**src/rtl/tw_mem_reader_pkg.sv**
```systemverilog
package tw_mem_reader_pkg;

  typedef enum logic [3:0] {
    ST_IDLE,
    ST_DEV,
    ST_ACK_DEV,
    ST_AHI,
    ST_ACK_HI,
    ST_ALO,
    ST_ACK_LO,
    ST_TX,
    ST_MACK,
    ST_NEXT
  } tw_state_t;

  localparam int unsigned BYTE_W = 8;

endpackage

```
**src/rtl/tw_bus_sense.sv**
```systemverilog
module tw_bus_sense #(
  parameter int unsigned SYNC_STAGES = 2
) (
  input  logic clk,
  input  logic rst_n,
  input  logic scl_in,
  input  logic sda_in,
  output logic scl_s,
  output logic sda_s,
  output logic scl_rise,
  output logic scl_fall,
  output logic start_det,
  output logic stop_det
);

  logic [SYNC_STAGES-1:0] scl_sr, sda_sr;
  logic scl_p, sda_p;

  always_ff @(posedge clk or negedge rst_n) begin
    if (!rst_n) begin
      scl_sr <= '1;
      sda_sr <= '1;
      scl_p  <= 1'b1;
      sda_p  <= 1'b1;
    end else begin
      scl_sr <= {scl_sr[SYNC_STAGES-2:0], scl_in};
      sda_sr <= {sda_sr[SYNC_STAGES-2:0], sda_in};
      scl_p  <= scl_sr[SYNC_STAGES-1];
      sda_p  <= sda_sr[SYNC_STAGES-1];
    end
  end

  assign scl_s     = scl_sr[SYNC_STAGES-1];
  assign sda_s     = sda_sr[SYNC_STAGES-1];
  assign scl_rise  = scl_s & ~scl_p;
  assign scl_fall  = ~scl_s & scl_p;
  assign start_det = scl_s & scl_p & sda_p & ~sda_s;
  assign stop_det  = scl_s & scl_p & ~sda_p & sda_s;

endmodule

```
**src/rtl/tw_addr_ptr.sv**
```systemverilog
module tw_addr_ptr #(
  parameter int unsigned ADDR_W = 14,
  parameter int unsigned DATA_W = 8
) (
  input  logic              clk,
  input  logic              rst_n,
  input  logic              load,
  input  logic [ADDR_W-1:0] load_val,
  input  logic              fetch,
  output logic              mem_req_valid,
  input  logic              mem_req_ready,
  output logic [ADDR_W-1:0] mem_req_addr,
  input  logic              mem_rsp_valid,
  input  logic [DATA_W-1:0] mem_rsp_data,
  output logic [DATA_W-1:0] tx_byte
);

  logic [ADDR_W-1:0] ptr;
  logic              accept;

  assign accept       = mem_req_valid & mem_req_ready;
  assign mem_req_addr = ptr;

  always_ff @(posedge clk or negedge rst_n) begin
    if (!rst_n) begin
      ptr           <= '0;
      mem_req_valid <= 1'b0;
      tx_byte       <= '1;
    end else begin
      if (load) begin
        ptr <= load_val;
      end else if (accept) begin
        ptr <= ptr + 1'b1;
      end
      if (accept) begin
        mem_req_valid <= 1'b0;
      end else if (fetch) begin
        mem_req_valid <= 1'b1;
      end
      if (mem_rsp_valid) begin
        tx_byte <= mem_rsp_data;
      end
    end
  end

  AST_REQ_HOLD: assert property (@(posedge clk) disable iff (!rst_n)
    (mem_req_valid && !mem_req_ready) |=> (mem_req_valid && $stable(mem_req_addr)))
    else $error("request dropped or changed before acceptance");

  AST_NO_OVERLAP: assert property (@(posedge clk) disable iff (!rst_n)
    fetch |-> !mem_req_valid)
    else $error("fetch issued while a request is pending");

  AST_NO_LOAD_DURING_REQ: assert property (@(posedge clk) disable iff (!rst_n)
    load |-> !mem_req_valid)
    else $error("pointer load while request pending");

endmodule

```
**src/rtl/tw_mem_reader.sv**
```systemverilog
module tw_mem_reader
  import tw_mem_reader_pkg::*;
#(
  parameter int unsigned ADDR_W      = 14,
  parameter logic [3:0]  DEV_TYPE    = 4'b1010,
  parameter int unsigned SYNC_STAGES = 2
) (
  input  logic              clk,
  input  logic              rst_n,
  input  logic              scl_in,
  input  logic              sda_in,
  output logic              sda_pull,
  output logic              mem_req_valid,
  input  logic              mem_req_ready,
  output logic [ADDR_W-1:0] mem_req_addr,
  input  logic              mem_rsp_valid,
  input  logic [BYTE_W-1:0] mem_rsp_data
);

  localparam int unsigned HI_W = ADDR_W - BYTE_W;

  logic scl_s, sda_s, scl_rise, scl_fall, start_det, stop_det;

  tw_bus_sense #(.SYNC_STAGES(SYNC_STAGES)) u_sense (
    .clk       (clk),
    .rst_n     (rst_n),
    .scl_in    (scl_in),
    .sda_in    (sda_in),
    .scl_s     (scl_s),
    .sda_s     (sda_s),
    .scl_rise  (scl_rise),
    .scl_fall  (scl_fall),
    .start_det (start_det),
    .stop_det  (stop_det)
  );

  tw_state_t         st;
  logic [3:0]        cnt;
  logic [BYTE_W-1:0] rx_sh;
  logic [BYTE_W-1:0] tx_sh;
  logic [HI_W-1:0]   hi_q;
  logic              rw_q;
  logic              fetch, load;
  logic [ADDR_W-1:0] load_val;
  logic [BYTE_W-1:0] tx_byte;

  tw_addr_ptr #(.ADDR_W(ADDR_W), .DATA_W(BYTE_W)) u_ptr (
    .clk           (clk),
    .rst_n         (rst_n),
    .load          (load),
    .load_val      (load_val),
    .fetch         (fetch),
    .mem_req_valid (mem_req_valid),
    .mem_req_ready (mem_req_ready),
    .mem_req_addr  (mem_req_addr),
    .mem_rsp_valid (mem_rsp_valid),
    .mem_rsp_data  (mem_rsp_data),
    .tx_byte       (tx_byte)
  );

  always_ff @(posedge clk or negedge rst_n) begin
    if (!rst_n) begin
      st       <= ST_IDLE;
      cnt      <= '0;
      rx_sh    <= '0;
      tx_sh    <= '0;
      hi_q     <= '0;
      rw_q     <= 1'b0;
      sda_pull <= 1'b0;
      fetch    <= 1'b0;
      load     <= 1'b0;
      load_val <= '0;
    end else begin
      fetch <= 1'b0;
      load  <= 1'b0;
      if (stop_det) begin
        st       <= ST_IDLE;
        sda_pull <= 1'b0;
      end else if (start_det) begin
        st       <= ST_DEV;
        cnt      <= '0;
        sda_pull <= 1'b0;
      end else begin
        unique case (st)
          ST_IDLE: ;
          ST_DEV, ST_AHI, ST_ALO: begin
            if (scl_rise && cnt < 4'd8) begin
              rx_sh <= {rx_sh[BYTE_W-2:0], sda_s};
              cnt   <= cnt + 4'd1;
            end else if (scl_fall && cnt == 4'd8) begin
              if (st == ST_DEV) begin
                if (rx_sh[7:4] == DEV_TYPE) begin
                  st       <= ST_ACK_DEV;
                  rw_q     <= rx_sh[0];
                  sda_pull <= 1'b1;
                  fetch    <= rx_sh[0];
                end else begin
                  st <= ST_IDLE;
                end
              end else if (st == ST_AHI) begin
                hi_q     <= rx_sh[HI_W-1:0];
                st       <= ST_ACK_HI;
                sda_pull <= 1'b1;
              end else begin
                load     <= 1'b1;
                load_val <= {hi_q, rx_sh};
                st       <= ST_ACK_LO;
                sda_pull <= 1'b1;
              end
            end
          end
          ST_ACK_DEV: begin
            if (scl_fall) begin
              cnt <= '0;
              if (rw_q) begin
                st       <= ST_TX;
                tx_sh    <= tx_byte;
                sda_pull <= ~tx_byte[BYTE_W-1];
              end else begin
                st       <= ST_AHI;
                sda_pull <= 1'b0;
              end
            end
          end
          ST_ACK_HI: begin
            if (scl_fall) begin
              st       <= ST_ALO;
              cnt      <= '0;
              sda_pull <= 1'b0;
            end
          end
          ST_ACK_LO: begin
            if (scl_fall) begin
              st       <= ST_IDLE;
              sda_pull <= 1'b0;
            end
          end
          ST_TX: begin
            if (scl_fall) begin
              if (cnt == 4'd7) begin
                st       <= ST_MACK;
                sda_pull <= 1'b0;
              end else begin
                cnt      <= cnt + 4'd1;
                tx_sh    <= {tx_sh[BYTE_W-2:0], 1'b0};
                sda_pull <= ~tx_sh[BYTE_W-2];
              end
            end
          end
          ST_MACK: begin
            if (scl_rise) begin
              if (!sda_s) begin
                st    <= ST_NEXT;
                fetch <= 1'b1;
              end else begin
                st <= ST_IDLE;
              end
            end
          end
          ST_NEXT: begin
            if (scl_fall) begin
              st       <= ST_TX;
              cnt      <= '0;
              tx_sh    <= tx_byte;
              sda_pull <= ~tx_byte[BYTE_W-1];
            end
          end
          default: st <= ST_IDLE;
        endcase
      end
    end
  end

  AST_SDA_SCL_LOW: assert property (@(posedge clk) disable iff (!rst_n)
    (sda_pull != $past(sda_pull)) |-> !scl_s)
    else $error("data line changed while clock high");

  AST_START_RESTART: assert property (@(posedge clk) disable iff (!rst_n)
    (start_det && !stop_det) |=> (st == ST_DEV && cnt == 4'd0))
    else $error("start did not restart address reception");

  AST_STOP_IDLE: assert property (@(posedge clk) disable iff (!rst_n)
    stop_det |=> (st == ST_IDLE && !sda_pull))
    else $error("stop did not return to idle");

  AST_IDLE_RELEASED: assert property (@(posedge clk) disable iff (!rst_n)
    (st == ST_IDLE) |-> !sda_pull)
    else $error("line pulled while idle");

  AST_MACK_RELEASED: assert property (@(posedge clk) disable iff (!rst_n)
    (st == ST_MACK) |-> !sda_pull)
    else $error("line pulled during controller acknowledge");

endmodule

```
**config.mk**
```make
export PLATFORM = sky130hd
export DESIGN_NAME = tw_mem_reader
export DESIGN_NICKNAME = d
export VERILOG_FILES = /design/src/rtl/tw_mem_reader_pkg.sv /design/src/rtl/tw_bus_sense.sv /design/src/rtl/tw_addr_ptr.sv /design/src/rtl/tw_mem_reader.sv
export SDC_FILE = /design/constraint.sdc
export NUM_CORES = 1
export LEC_CHECK = 0
export ABC_AREA = 1
export BUFFER_PORTS_ARGS = -buffer_cell sky130_fd_sc_hd__buf_4
export CAP_MARGIN = 5
export CORE_ASPECT_RATIO = 1.25
export CORE_MARGIN = 2
export CORE_UTILIZATION = 60
export CTS_CLUSTER_DIAMETER = 120
export DETAILED_ROUTE_END_ITERATION = 10
export PLACE_DENSITY_LB_ADDON = 0.3
export SLEW_MARGIN = 5
export SYNTH_ARGS = -nofsm -noshare
export SYNTH_HDL_FRONTEND = slang
export SYNTH_SLANG_ARGS = --single-unit
```
**constraint.sdc**
```tcl
create_clock -name clk -period 2.4 [get_ports clk]
set_input_delay 0.24 -clock clk [delete_from_list [all_inputs] [get_ports clk]]
set_output_delay 0.24 -clock clk [all_outputs]
set_load 0.1 [all_outputs]
```
# [Word-level counts from Yosys, hierarchy flattened]
# Index checks and enable logic that the tools add are counted.
# W data, S select, Z words.
[word_totals] register_bits=76 wordCells=152 out_inout_bits=16 input_bits=14
[classes] order_cmp=1 mux=61 bitwise=19 reduce_logical=19 add_sub_neg=2 n_eq_ne=33
[op_table] cell="$mux W4" n=17
[op_table] cell="$ne A4 B4 Y1 const B" n=9
[op_table] cell="$mux W7" n=5
[op_table] cell="$pmux W4 S8" n=1
[op_table] cell="$mux W1" n=29
[op_table] cell="$mux W14" n=2
[op_table] cell="$pmux W7 S3" n=1
[op_table] cell="$reduce_and A7 Y1" n=3
[op_table] cell="$eq A4 B3 Y1 const B" n=5
[op_table] cell="$eq A4 B4 Y1 const B" n=4
[op_table] cell="$reduce_and A8 Y1" n=2
[op_table] cell="$add A14 B1 Y14 const B" n=1
[op_table] cell="$ne A3 B3 Y1 const B" n=4
[op_table] cell="$pmux W4 S3" n=1
[op_table] cell="$not A1 Y1" n=11
[op_table] cell="$ne A2 B2 Y1 const B" n=5
[op_table] cell="$reduce_and A10 Y1" n=1
[op_table] cell="$and A1 B1 Y1" n=8
[op_table] cell="$eq A4 B2 Y1 const B" n=2
[op_table] cell="$reduce_bool A7 Y1" n=1
[op_table] cell="$reduce_and A6 Y1" n=1
[op_table] cell="$reduce_or A3 Y1" n=2
[op_table] cell="$ne A5 B5 Y1 const B" n=1
[op_table] cell="$pmux W1 S5" n=1
[op_table] cell="15 further kinds" n=18

# [Longest topological paths before layout]
[depth] depth_word=8 mapped_depth=11 mapped_depth_nobuf=11

# [By module]
# A second synthesis with hierarchy kept.
[hier_totals] hier_cells=502 area_unflattened_um2=4061.4
[modules_own_cells] mod="tw_mem_reader" area_per_inst_um2=2573.7 seq_area_each_um2=1176.1 cells_per_inst=329 instances=1
[modules_own_cells] mod="tw_addr_ptr" area_per_inst_um2=1288.7 seq_area_each_um2=585.6 cells_per_inst=156 instances=1
[modules_own_cells] mod="tw_bus_sense" area_per_inst_um2=198.9 seq_area_each_um2=157.7 cells_per_inst=17 instances=1

# [Worst setup path before layout]
# No wires, ideal clock.
[synth_path] path_kind="register to register" startpoint="register u_ptr.ptr[0], in the netlist u_ptr.mem_req_addr[0]" endpoint="register u_ptr.ptr[10], in the netlist u_ptr.mem_req_addr[10]" period_less_slack_ns=2.184 n_path_buf=0 required_time_ns=2.273 path_stages_with_launch=9 setup_ns=0.127 path_slack_ns=0.216 t_arrival_ns=2.057 cell_sequence="dfrtp_1 -> ha_1 -> nand3_1 -> nor2_1 -> nand3_1 -> nor2_1 -> nand3_1 -> nand3_1 -> nand3_1"
[synth_via] elab_chain_len=3
[synth_lines] item="from (decl)" line="tw_addr_ptr.sv:18" source="logic [ADDR_W-1:0] ptr;"
[synth_lines] item="from (signal assigned)" line="tw_addr_ptr.sv:31" source="ptr <= load_val;"
[synth_lines] item="from (signal assigned)" line="tw_addr_ptr.sv:33" source="ptr <= ptr + 1'b1;"
[synth_lines] item="$add A14 B1 Y14" line="tw_addr_ptr.sv:33"
[synth_lines] item="$mux W14" line="tw_addr_ptr.sv:32" source="end else if (accept) begin"
[synth_lines] item="$mux W14" line="tw_addr_ptr.sv:30" source="if (load) begin"
# Every way passes these cells. The select of a mux whose other input is x is not followed.
# A chain may end at the register's enable or synchronous reset.

# [Final worst setup path]
[layout_path] startpoint="register u_sense.scl_p" endpoint="register hi_q[1]"
[layout_via] elab_chain_len=5 elab_cells_between_ends=14 cone_classes="bitwise (11); reduce/logical (3)"
[layout_lines] item="from (decl)" line="tw_bus_sense.sv:17" source="logic scl_p, sda_p;"
[layout_lines] item="from (signal assigned)" line="tw_bus_sense.sv:28" source="scl_p <= scl_sr[SYNC_STAGES-1];"
[layout_lines] item="$and A1 B1 Y1 or $not A1 Y1 (tied branches)" line="tw_bus_sense.sv:37, tw_bus_sense.sv:38, tw_bus_sense.sv:35"
[layout_lines] item="$and A1 B1 Y1, on equally long branches" line="tw_bus_sense.sv:37, tw_bus_sense.sv:35, tw_bus_sense.sv:38"
[layout_lines] item="$and A1 B1 Y1, or another cell as far along" line="tw_bus_sense.sv:37" source="assign start_det = scl_s & scl_p & sda_p & ~sda_s;"
[layout_lines] item="$not A1 Y1 (no line)"
[layout_lines] item="$reduce_and A7 Y1 (no line) (*)"
[layout_lines] item="to (signal assigned)" line="tw_mem_reader.sv:101" source="hi_q <= rx_sh[HI_W-1:0];"
[layout_lines] item="to (decl)" line="tw_mem_reader.sv:41" source="logic [HI_W-1:0] hi_q;"
# Every way passes the cells marked *; elsewhere a longest branch is shown, timed or not.

==> results by group <==
Run status
  – Outcome: finished clean

Die
  – FP Rows: 32
  – Ports: 30
  – Core box area: approximately 6100 µm²
  – Die ar.: 6882 µm²
  – Initial Utilization: 0.6143
  – Height of the die: about 92 µm
  – Die width: about 75 µm

GRT
  – M3 GR Usage: 0.03956
  – Pin count of the biggest net entering global routing: 77
  – Initial antenna violation count: 0
  – Met2 Usage GRT: 0.4174
  – Met1 Use GR: 0.3160
  – GRT Residual Overflow: 0
  – GRT Max-Usage Layer: met2
  – Total track usage: 0.2535
  – Number of global-route vias before repair: 2954
  – First-pass GRT wire length: 13.24 mm

Timing
  – Post-Route Skew: 9.473 ps
  – Setup violations, final: 0
  – Final hold viol count: 0
  – Setup_tns: 0 ps
  – Relative slew slack: 0.3984
  – Pins Over Slew Limit: 0
  – Period utilization: 0.7737
  – Crit path time final: 1857 ps
  – Fmax: 0.5386 GHz
  – Worst Max-Slew Pin Slew: 902.4 ps
  – RSZ-0062 raised after global routing: no

Routing
  – Via Count: 2998
  – DRT antenna net count: 0
  – DR pass1 iterations: 5
  – Initial DRC count: 194
  – Vias per cell: 5.241
  – Routed len/inst: 12.95 µm
  – Residual DRC: 0
  – DRT Wirelength: 7.409 mm

Pwr
  – Lkg Pwr: 2.025 nW
  – PwrDens: 1163 nW/µm²
  – VDD IR-drop max: about 0.68 mV
  – Sw Share: 0.4616
  – Overall power: 4.957 mW
  – Reg power frac: 0.368
  – Comb power frac: 0.426
  – Clock network fraction of total power: 0.206
  – NetSw: 2.288 mW
  – Pint: between 2 and 3 mW

Synth
  – Syn_area_per_cell: 8.382 µm²
  – Gate count of the mapped netlist: ~450
  – Post-synthesis net count: 463
  – Synth warn: 0
  – Netlist Area Pre-Place: 3739 µm²
  – Post-synth top area cell: dfrtp_1
  – Largest cells by area after synthesis: dfrtp_1 41%, nand2_1 12%, dfstp_2 9.8%, o21ai_0 5.4%, inv_1 4.7%
  – Post-synthesis sequential area ratio: 0.5134
  – Share of the synthesized area in the top cell type: 0.4150
  – Post-synthesis cell type count: 38
  – Synth Register Bits: between 70 and 80

Placement
  – DP Cell Count: 554
  – Buffers on Ports: 29
  – GP Congestion: 0.8983
  – DPL Wire Length: 5.334 mm

Clocking
  – Num CTS Buffers: 9
  – Buffer depth of the longest clock path: 2
  – Latest clock arrival within the worst-skew pair: 360 ps
  – H-tree levels: 3
  – Post-CTS setup buffer count: 0
  – Clk root buf: clkbuf_8
  – Sink Count: 76
  – CTS tree: done
  – Clock-pin slew on the worst setup and hold paths: 70 ps

Layout
  – Area Overhead vs Synth: 14.06%
  – Final non-filler cell total: 572
  – Fillers: 521
  – Nets: around 500
  – Layout cells sized above 1: 0.1910
  – Antenna fix cells: 0

Worst setup path
  – Endpoint type of the worst setup path: register
  – Worst EP arrival: 2080 ps
  – CP max stage cell: dfstp_2
  – WS Path Type: reg2reg
  – CP Max Fanout: 12
  – Worst Path Buf+Inv: 1
  – Worst-path cell chain: inv_1 -> nor2_1 -> nand3_1 -> nand3b_1 -> nand2_1 -> o21ai_0
  – Top Family by Delay on Critical Path: simple AND/OR/NAND/NOR gates
  – CP max stage delay: 530 ps
  – WP data required: approximately 2600 ps
  – CP Launch Type: register
  – Reg2Reg Setup Slack: 540 ps

Flow run
  – Max cap viols: 0

Hold path
  – Hold WC Path Type: in2async
[path summary, 6_finish.rpt]
kind,start,end,cells after the start
max,u_sense.scl_p,hi_q[1],6
min,rst_n,u_ptr.mem_req_addr[4],1
max reg2reg,u_sense.scl_p,hi_q[1],6
min reg2reg,u_sense.scl_sr[0],u_sense.scl_sr[1],0
max in group asynchronous,rst_n,sda_pull,1
min in group clk,mem_rsp_data[7],u_ptr.tx_byte[7],3
[placed cells by master, fill, tap and decap left out, types with 2 or more instances in the layout]
master	instances
nand3b_1	2
clkbuf_8	11
ha_1	3
nor3_1	4
clkinvlp_4	2
xor2_1	5
mux2_2	7
nor2_4	2
o211ai_1	2
xnor2_1	4
dlygate4sd3_1	2
nand2_2	3
o21ai_2	5
o221ai_1	3
nand3_1	33
inv_2	5
o21bai_1	4
nor2_2	4
inv_1	47
o21ai_1	2
nand2_4	2
dfrtp_1	62
a21oi_1	9
nor2_1	40
nand2_1	124
o22ai_1	3
buf_4	31
o21ai_0	40
dfstp_2	14
[cell type report]
class	count	area, µm²	share of cell area
inverter	52	195.2	0.04577
sequential	76	1919	0.4501
timing repair buffer	33	252.7	0.05927
clock inverter	5	58.81	0.01379
multi-input combinational	310	1580	0.3706
tap	85	106.4	0.02494
clock buffer	11	151.4	0.03550
[timing repair]
item                                   in CTS  in global routing
hold buffers                                2                  0
gates resized for setup                     0                  0
endpoints found under the hold margin       2                  0
[stage by stage]
| stage | setup slack (ps) | area [µm²] | util | hold WS [ps] |
|---|---|---|---|---|
| finish | 543.2 | 4264 | 0.7007 | 14.58 |
| floorplan | 215.7 | 3739 | - | -55.59 |
| CTS | 535.4 | 4264 | 0.7007 | 48.98 |
| detailed placement | 551.8 | 4034 | 0.6628 | 347.5 |
| global placement | 579.0 | 4034 | 0.6628 | 346.1 |
| global route | 344.9 | 4264 | 0.7007 | 94.54 |
[flip-flops by register name, summed over array words and instances (netlist names), 4 cells and up]
register,cells
rx_sh,8
load_val,14
u_ptr.mem_req_addr,14
u_ptr.tx_byte,8
cnt,4
hi_q,6
st,4
tx_sh,7
[per-layer routing]
metal,part of all wire,vias to the layer above
met2,0.51,66
met1,0.43,1406
li1,-,1510
met3,0.035,16
met5,0,-
met4,0.025,0
[cells by family after synthesis]
logic type                 synth area share
buffers and inverters               0.06392
xor gates and xnor gates            0.02108
AOI/OAI and AO/OA                    0.1168
and+or+nand+nor                      0.2537
muxes                               0.02109
adders and majority gates           0.01004
DFF                                  0.5134
[synth_stat cells]
cell type,number
xor2_1,5
inv_1,47
nand4_1,1
nor2_2,4
a211oi_1,1
o221ai_1,3
dfrtp_1,62
nand2_1,124
o22ai_1,3
buf_6,1
a21o_1,1
buf_4,1
o21ai_1,2
nand3b_2,1
o211ai_1,2
a21oi_1,9
o21bai_1,4
nor3_4,1
nand2_4,2
nand3b_1,2
inv_2,5
nand3_2,1
mux2_2,7
dfstp_2,14
a21oi_4,1
buf_2,2
nor2_4,2
nand3_1,33
o32ai_1,1
nor2_1,40
nand2_2,3
o21ai_2,5
nor3_1,4
xnor2_1,4
ha_1,3
clkbuf_1,4
a21boi_0,1
o21ai_0,40
[power by group through the flow]
stage / registers, mW / logic, mW / clock network (mW)
final: 1.82 / 2.11 / 1.02
after CTS: 1.82 / 2.11 / 1.04
after global placement: 1.83 / 2.05 / 0
after detailed placement: 1.84 / 2.09 / 0
after floorplan: 2.59 / 0.867 / 0
after global routing: 1.86 / 2.30 / 1.09
(Power assumes the default switching activity.)
